==> src/rtl/sar_ctl_pkg.sv <==
package sar_ctl_pkg;

  // control byte layout (count of bits already received when a field arrives)
  localparam int CTRL_W      = 8;
  localparam int CNT_W       = $clog2(CTRL_W);
  localparam int CHAN_DONE   = 3;  // A0 arrives as fourth bit
  localparam int MODE_BIT    = 5;  // SGL/DIF arrives as sixth bit
  localparam int LAST_BIT    = CTRL_W - 1;

  typedef enum logic [1:0] {
    RX_IDLE = 2'd0,
    RX_CTRL = 2'd1,
    RX_CONV = 2'd2
  } rx_state_e;

  typedef enum logic [1:0] {
    PD_AUTO   = 2'b00,
    PD_RSVD   = 2'b01,
    PD_INTCLK = 2'b10,
    PD_EXTCLK = 2'b11
  } pd_code_e;

endpackage

==> src/rtl/sar_edge_det.sv <==
module sar_edge_det (
  input  logic clk,
  input  logic rst,
  input  logic sclk,
  input  logic cs_n,
  output logic sclk_rise,
  output logic sclk_fall
);

  logic sclk_q;

  always_ff @(posedge clk) begin
    if (rst) sclk_q <= 1'b0;
    else     sclk_q <= sclk;
  end

  // edges only count while the block is selected
  always_comb begin
    sclk_rise = sclk & ~sclk_q & ~cs_n;
    sclk_fall = ~sclk & sclk_q & ~cs_n;
  end

endmodule

==> src/rtl/sar_ctrl_rx.sv <==
module sar_ctrl_rx
  import sar_ctl_pkg::*;
(
  input  logic       clk,
  input  logic       rst,
  input  logic       cs_n,
  input  logic       rise,
  input  logic       sdi,
  input  logic       conv_done,
  output logic       byte_done,
  output pd_code_e   pd_code,
  output logic       sample,
  output logic       hold,
  output logic [1:0] mux_pos,
  output logic       mux_diff
);

  rx_state_e        st;
  logic [CNT_W-1:0] cnt;
  logic [1:0]       sh;
  logic             chan_ok;
  logic             code_valid;
  logic [1:0]       code_chan;

  // sh holds {A2,A1} while sdi carries A0
  always_comb begin
    code_valid = sh[0] ^ sdi;
    code_chan  = {sh[0], sh[1]};
  end

  always_ff @(posedge clk) begin
    if (rst) begin
      st        <= RX_IDLE;
      cnt       <= '0;
      sh        <= '0;
      chan_ok   <= 1'b0;
      byte_done <= 1'b0;
      pd_code   <= PD_AUTO;
      sample    <= 1'b0;
      hold      <= 1'b0;
      mux_pos   <= '0;
      mux_diff  <= 1'b0;
    end else if (cs_n) begin
      st        <= RX_IDLE;
      cnt       <= '0;
      chan_ok   <= 1'b0;
      byte_done <= 1'b0;
      sample    <= 1'b0;
      hold      <= 1'b0;
    end else begin
      byte_done <= 1'b0;
      unique case (st)
        RX_IDLE: begin
          if (rise && sdi) begin
            st  <= RX_CTRL;
            cnt <= CNT_W'(1);
            sh  <= '0;
          end
        end
        RX_CTRL: begin
          if (rise) begin
            sh  <= {sh[0], sdi};
            cnt <= cnt + 1'b1;
            if (cnt == CNT_W'(CHAN_DONE)) begin
              sample  <= 1'b1;
              chan_ok <= code_valid;
              if (code_valid) mux_pos <= code_chan;
            end
            if (cnt == CNT_W'(MODE_BIT) && chan_ok) mux_diff <= ~sdi;
            if (cnt == CNT_W'(LAST_BIT)) begin
              pd_code   <= pd_code_e'({sh[0], sdi});
              byte_done <= 1'b1;
              sample    <= 1'b0;
              hold      <= 1'b1;
              st        <= RX_CONV;
            end
          end
        end
        RX_CONV: begin
          if (conv_done) begin
            hold <= 1'b0;
            st   <= RX_IDLE;
          end
        end
        default: st <= RX_IDLE;
      endcase
    end
  end

  p_sample_hold_excl_r3: assert property (@(posedge clk) disable iff (rst)
    !(sample && hold));

  p_hold_after_byte_r3: assert property (@(posedge clk) disable iff (rst)
    (byte_done && !cs_n) |-> hold);

endmodule

==> src/rtl/sar_succ_approx.sv <==
module sar_succ_approx #(
  parameter int RES_BITS = 16
) (
  input  logic                clk,
  input  logic                rst,
  input  logic                cs_n,
  input  logic                rise,
  input  logic                fall,
  input  logic                start,
  input  logic                cmp_in,
  output logic [RES_BITS-1:0] trial,
  output logic                busy,
  output logic                sdo,
  output logic                conv_done
);

  localparam int IW = (RES_BITS > 2) ? $clog2(RES_BITS) : 1;
  localparam logic [IW-1:0] TOP = IW'(RES_BITS - 1);

  logic          arm;
  logic          active;
  logic [IW-1:0] idx;
  logic          pend;
  logic          pend_v;

  always_ff @(posedge clk) begin
    if (rst) begin
      trial     <= '0;
      arm       <= 1'b0;
      active    <= 1'b0;
      idx       <= '0;
      pend      <= 1'b0;
      pend_v    <= 1'b0;
      busy      <= 1'b0;
      sdo       <= 1'b0;
      conv_done <= 1'b0;
    end else if (cs_n) begin
      arm       <= 1'b0;
      active    <= 1'b0;
      pend_v    <= 1'b0;
      busy      <= 1'b0;
      sdo       <= 1'b0;
      conv_done <= 1'b0;
    end else begin
      conv_done <= 1'b0;
      if (start) arm <= 1'b1;
      if (fall) begin
        sdo    <= pend_v & pend;
        pend_v <= 1'b0;
        if (arm) begin
          busy   <= 1'b1;
          arm    <= 1'b0;
          active <= 1'b1;
          idx    <= TOP;
          trial  <= {1'b1, {(RES_BITS-1){1'b0}}};
        end else begin
          busy <= 1'b0;
        end
      end
      if (rise && active) begin
        trial[idx] <= cmp_in;
        pend       <= cmp_in;
        pend_v     <= 1'b1;
        if (idx != '0) begin
          trial[idx - 1'b1] <= 1'b1;
          idx               <= idx - 1'b1;
        end else begin
          active    <= 1'b0;
          conv_done <= 1'b1;
        end
      end
    end
  end

  p_busy_one_clock_r4: assert property (@(posedge clk) disable iff (rst)
    (busy && fall) |=> !busy);

  p_first_trial_r5: assert property (@(posedge clk) disable iff (rst)
    $rose(busy) |-> ($countones(trial) == 1 && trial[RES_BITS-1]));

endmodule

==> src/rtl/sar_pwr_mode.sv <==
module sar_pwr_mode
  import sar_ctl_pkg::*;
(
  input  logic     clk,
  input  logic     rst,
  input  logic     load,
  input  pd_code_e pd_code,
  input  logic     conv_done,
  input  logic     shdn_n,
  input  logic     sample,
  input  logic     hold,
  output logic     pwr_on,
  output logic     int_clk
);

  logic auto_pd;
  logic req_int;

  always_ff @(posedge clk) begin
    if (rst) begin
      auto_pd <= 1'b1;
      req_int <= 1'b0;
      int_clk <= 1'b0;
      pwr_on  <= 1'b0;
    end else begin
      if (load) begin
        unique case (pd_code)
          PD_EXTCLK: begin auto_pd <= 1'b0; req_int <= 1'b0; end
          PD_INTCLK: begin auto_pd <= 1'b0; req_int <= 1'b1; end
          PD_AUTO:   auto_pd <= 1'b1;
          default:   ;
        endcase
      end
      if (conv_done) int_clk <= req_int;
      pwr_on <= shdn_n & (~auto_pd | sample | hold);
    end
  end

  p_shdn_off_r14: assert property (@(posedge clk) disable iff (rst)
    !shdn_n |=> !pwr_on);

  p_clk_mode_at_end_r13: assert property (@(posedge clk) disable iff (rst)
    (int_clk != $past(int_clk)) |-> $past(conv_done));

endmodule

==> src/rtl/sar_serial_ctl.sv <==
module sar_serial_ctl
  import sar_ctl_pkg::*;
#(
  parameter int RES_BITS = 16
) (
  input  logic                clk,
  input  logic                rst,
  input  logic                cs_n,
  input  logic                sclk,
  input  logic                sdi,
  input  logic                shdn_n,
  input  logic                cmp_in,
  output logic                sdo,
  output logic                sdo_oe,
  output logic                busy,
  output logic                busy_oe,
  output logic                sample,
  output logic                hold,
  output logic [1:0]          mux_pos,
  output logic                mux_diff,
  output logic [RES_BITS-1:0] dac_code,
  output logic                pwr_on,
  output logic                int_clk
);

  logic     rise;
  logic     fall;
  logic     byte_done;
  logic     conv_done;
  pd_code_e pd_code;

  sar_edge_det u_edge (
    .clk       (clk),
    .rst       (rst),
    .sclk      (sclk),
    .cs_n      (cs_n),
    .sclk_rise (rise),
    .sclk_fall (fall)
  );

  sar_ctrl_rx u_rx (
    .clk       (clk),
    .rst       (rst),
    .cs_n      (cs_n),
    .rise      (rise),
    .sdi       (sdi),
    .conv_done (conv_done),
    .byte_done (byte_done),
    .pd_code   (pd_code),
    .sample    (sample),
    .hold      (hold),
    .mux_pos   (mux_pos),
    .mux_diff  (mux_diff)
  );

  sar_succ_approx #(.RES_BITS(RES_BITS)) u_sar (
    .clk       (clk),
    .rst       (rst),
    .cs_n      (cs_n),
    .rise      (rise),
    .fall      (fall),
    .start     (byte_done),
    .cmp_in    (cmp_in),
    .trial     (dac_code),
    .busy      (busy),
    .sdo       (sdo),
    .conv_done (conv_done)
  );

  sar_pwr_mode u_pwr (
    .clk       (clk),
    .rst       (rst),
    .load      (byte_done),
    .pd_code   (pd_code),
    .conv_done (conv_done),
    .shdn_n    (shdn_n),
    .sample    (sample),
    .hold      (hold),
    .pwr_on    (pwr_on),
    .int_clk   (int_clk)
  );

  always_ff @(posedge clk) begin
    if (rst) begin
      sdo_oe  <= 1'b0;
      busy_oe <= 1'b0;
    end else begin
      sdo_oe  <= ~cs_n;
      busy_oe <= ~cs_n;
    end
  end

  p_oe_follows_cs_r8: assert property (@(posedge clk) disable iff (rst)
    cs_n |=> (!sdo_oe && !busy_oe));

endmodule

==> config.mk <==
export PLATFORM = sky130hd
export DESIGN_NAME = sar_serial_ctl
export DESIGN_NICKNAME = d
export VERILOG_FILES = /design/src/rtl/sar_ctl_pkg.sv /design/src/rtl/sar_edge_det.sv /design/src/rtl/sar_ctrl_rx.sv /design/src/rtl/sar_succ_approx.sv /design/src/rtl/sar_pwr_mode.sv /design/src/rtl/sar_serial_ctl.sv
export SDC_FILE = /design/constraint.sdc
export NUM_CORES = 1
export LEC_CHECK = 0
export CAP_MARGIN = 10
export CORE_MARGIN = 2
export CORE_UTILIZATION = 45
export DETAILED_ROUTE_END_ITERATION = 6
export DONT_BUFFER_PORTS = 1
export PLACE_DENSITY = 0.71
export SKIP_LAST_GASP = 1
export SYNTH_ARGS = -nofsm -noshare
export SYNTH_HDL_FRONTEND = slang
export SYNTH_SLANG_ARGS = --single-unit
==> constraint.sdc <==
create_clock -name clk -period 1.8 [get_ports clk]
set_clock_uncertainty 0.05 [all_clocks]
set_input_delay 0.27 -clock clk [delete_from_list [all_inputs] [get_ports clk]]
set_output_delay 0.27 -clock clk [all_outputs]
set_load 0.01 [all_outputs]
==> impl_metrics.toml <==
[floorplanning]
die_w_um = 77.7
start_util_pct = 47.2
die-area_um2 = 6030
rows = 26
boundaryPins = 34
core_um2 = 5170
die_y_um = 77.7

[setup_path]
path_cells = "inv_1, ha_2, or3b_1, and2_4, nor3_1, a211oi_2"
r2r_start = "u_sar.idx[1]"
critPathLaunch = "u_sar.idx[1]"
critical_path_class = "reg -> reg"
cp-end-kind = "flip-flop"
critPathMaxFanout = 6
worst-endpoint-required_ns = 1.91
startpoint_type = "flip-flop"
critPathMaxStageDelay_ns = 0.41
slowest_stage = "or3b_1"
arrival_ns = 1.78

[synth]
syn_area_um2 = 2440
syn-num-nets = 283
synth.most_common_cell = "dfxtp_1"
seq_area_frac_synth_pct = 40.2
yosysWarnings = 0
synthCells = 268
ys.flop_type = "dfxtp_1"
synthTopCellsByArea = "dfxtp_1 40%, ha_1 4.1%, o221ai_1 3.6%, nor2_1 3.4%, nand2_1 3.2%"
async_flop_share_pct = 0
synthDominantCellAreaShare_pct = 40.2
ys_types = 64
synth.ff_latch_count = 49
yosys-top-cells-count = "49 x dfxtp_1, 22 x nor2_1, 21 x nand2_1, 15 x nand3_1, 12 x a21oi_1"
synth_edf_count = 0
syn_avg_cell_area_um2 = 9.11
yosys.area.top_type = "dfxtp_1"

[layout]
fillers = 486
antenna_cells = 0
nNetsFinal = 285
fin_area_um2 = 2610
drive_gt1_share_pct = 17.3
area_growth_pct = 7.02

[worst_hold_path]
holdCritPathClass = "in -> reg"
worstHoldStart = "sdi"

[placed_design]
port_buffers = 0
gp_congestion = 0.911
hpwl_um = 3860
placed_area_um2 = 2510

[cts]
ctsLongestPathBuffers = 2
cts_max_level = 2
cts_root_buf = "clkbuf_8"
clk_latency_ns = 0.30
clkTransAtPathRegs_ns = 0.09
cts_made_buffers = 5
cts_sinks = 49
cts_tree = "done"

[power_and_ir_drop]
p_per_area_nw_per_um2 = 687
ir_drop_uv = 382
power_leakage_nw = 0.895

[detailed_routing]
via_count = 2003
drtIter0Drc = 166
viasPerCell = 5.87
drt_first_pass_iters = 4
drc = 0
wl_per_cell_um = 16.0
wl_um = 5470
final_antenna_net_count = 0

[sta]
fin_crit_sh_pct = 92.8
min_period_ns = 1.67
rsz0062_at_grt = "false"
slew_violations = 0
fin_setup_tns_ns = 0
slew_headroom_pct = 49.0
setup_viol = 0
max_freq_mhz = 598
worst_pin_slew_ns = 0.762
hold_violations = 0

[global_routing]
antenna_found_initial = 0
grt_first_pass_wirelength_um = 9730
overflow = 0
grt.total_usage_pct = 20.1
grt_pass1_vias = 1947
grt_max_degree = 24

[job]
drv_cap = 0

[outcome]
status = "complete, no violations"
[placed cells by master, fill, tap and decap left out, drive strengths merged, types with 2 or more instances in the layout]
master	synthesis	routed
a211oi	2	2
a21oi	16	16
a22oi	2	2
a2bb2oi	2	2
a311oi	4	4
a31oi	3	3
and2	3	3
and3	2	2
and4bb	2	2
buf	14	13
clkbuf	5	6
dfxtp	49	49
ha	8	8
inv	12	13
mux2i	7	7
nand2	22	22
nand2b	4	4
nand3	16	16
nand3b	2	2
nand4	5	5
nor2	24	24
nor2b	6	6
nor3	5	5
nor3b	3	3
o211ai	7	7
o21ai	4	4
o221ai	10	10
o311ai	5	5
o31a	2	2
or2	3	3
or3	3	3
or4	2	2
[worst max-delay path, delay by kind of cell, from the launching register on]
family	cells	cell delay, ns
flip-flops	1	0.32
AO/OA/AOI/OAI	1	0.07
adder cells (fa/ha/maj)	1	0.22
buffers and inverters	1	0.08
AND/OR/NAND/NOR	3	0.80
[registers in the layout, indices dropped and copies added (netlist names), 2 cells and up]
register and cells:
u_rx.st 2, u_rx.mux_pos 2, u_rx.cnt 3, u_rx.sh 2, u_sar.trial 16, u_sar.idx 4, u_rx.pd_code 2
[report_power, final]
| part | total (mW) | switching (mW) | internal (mW) |
|---|---|---|---|
| clock network | 0.655 | 0.377 | 0.278 |
| logic | 0.0510 | 0.0330 | 0.0181 |
| registers | 1.09 | 0.00365 | 1.09 |
| total | 1.80 | 0.414 | 1.38 |
[layer usage]
layer  vias up  share of wire (%)  track usage (%)
li1        987                  -                -
met1       954                 48             28.0
met2        54                 45             29.7
met3         8                5.8             5.58
met4         0                1.4             6.96
met5         -                  0                0
[through the flow]
stage	setup WS [ns]	hold slack [ns]	total power, mW	utilization, %	cells
floorplan	0.201	0.367	1.16	-	268
finish	0.129	0.0137	1.80	50.5	341
detailed placement	0.139	0.288	1.16	48.6	332
CTS	0.0987	0.00261	1.82	50.4	341
global placement	0.194	0.288	1.16	48.6	332
global route	0.00243	0.00201	1.87	50.5	341
[timing repair]
item                                    4_1_cts  5_1_grt
setup buffers                                 0        0
hold endpoints to repair                     16        0
hold buffers                                  1        0
resized for setup                             0        2
endpoints found under the setup margin        0        4
[layout make-up]
cell class | instances | area, um2 | share of cell area (%)
Clock buffer | 6 | 72.6 | 2.78
Clock inverter | 2 | 13.8 | 0.527
Inverter | 12 | 45.0 | 1.72
Multi-Input combinational cell | 188 | 1300 | 49.9
Sequential cell | 49 | 982 | 37.6
Tap cell | 70 | 87.6 | 3.35
Timing Repair Buffer | 14 | 108 | 4.12
[logic make-up (layout without fill, tap and decap cells)]
logic type | count (synthesis) | count (layout) | synth area share, %
AO/OA/AOI/OAI | 64 | 64 | 21.2
XOR/XNOR | 2 | 2 | 0.718
adder cells (fa/ha/maj) | 8 | 8 | 4.10
buffers and inverters | 31 | 34 | 6.51
flip-flops | 49 | 49 | 40.2
multiplexers | 8 | 8 | 3.33
AND/OR/NAND/NOR | 106 | 106 | 23.9
[path summary, 6_finish.rpt]
check	to	slack (ns)	depth (start not counted)
worst min-delay path	u_rx.mux_diff	0.01	1
worst max-delay path	u_sar.idx[1]	0.13	6
worst max register to register	u_sar.idx[1]	0.13	6
worst min register to register	u_rx.chan_ok	0.41	2
(Power assumes the default switching activity.)
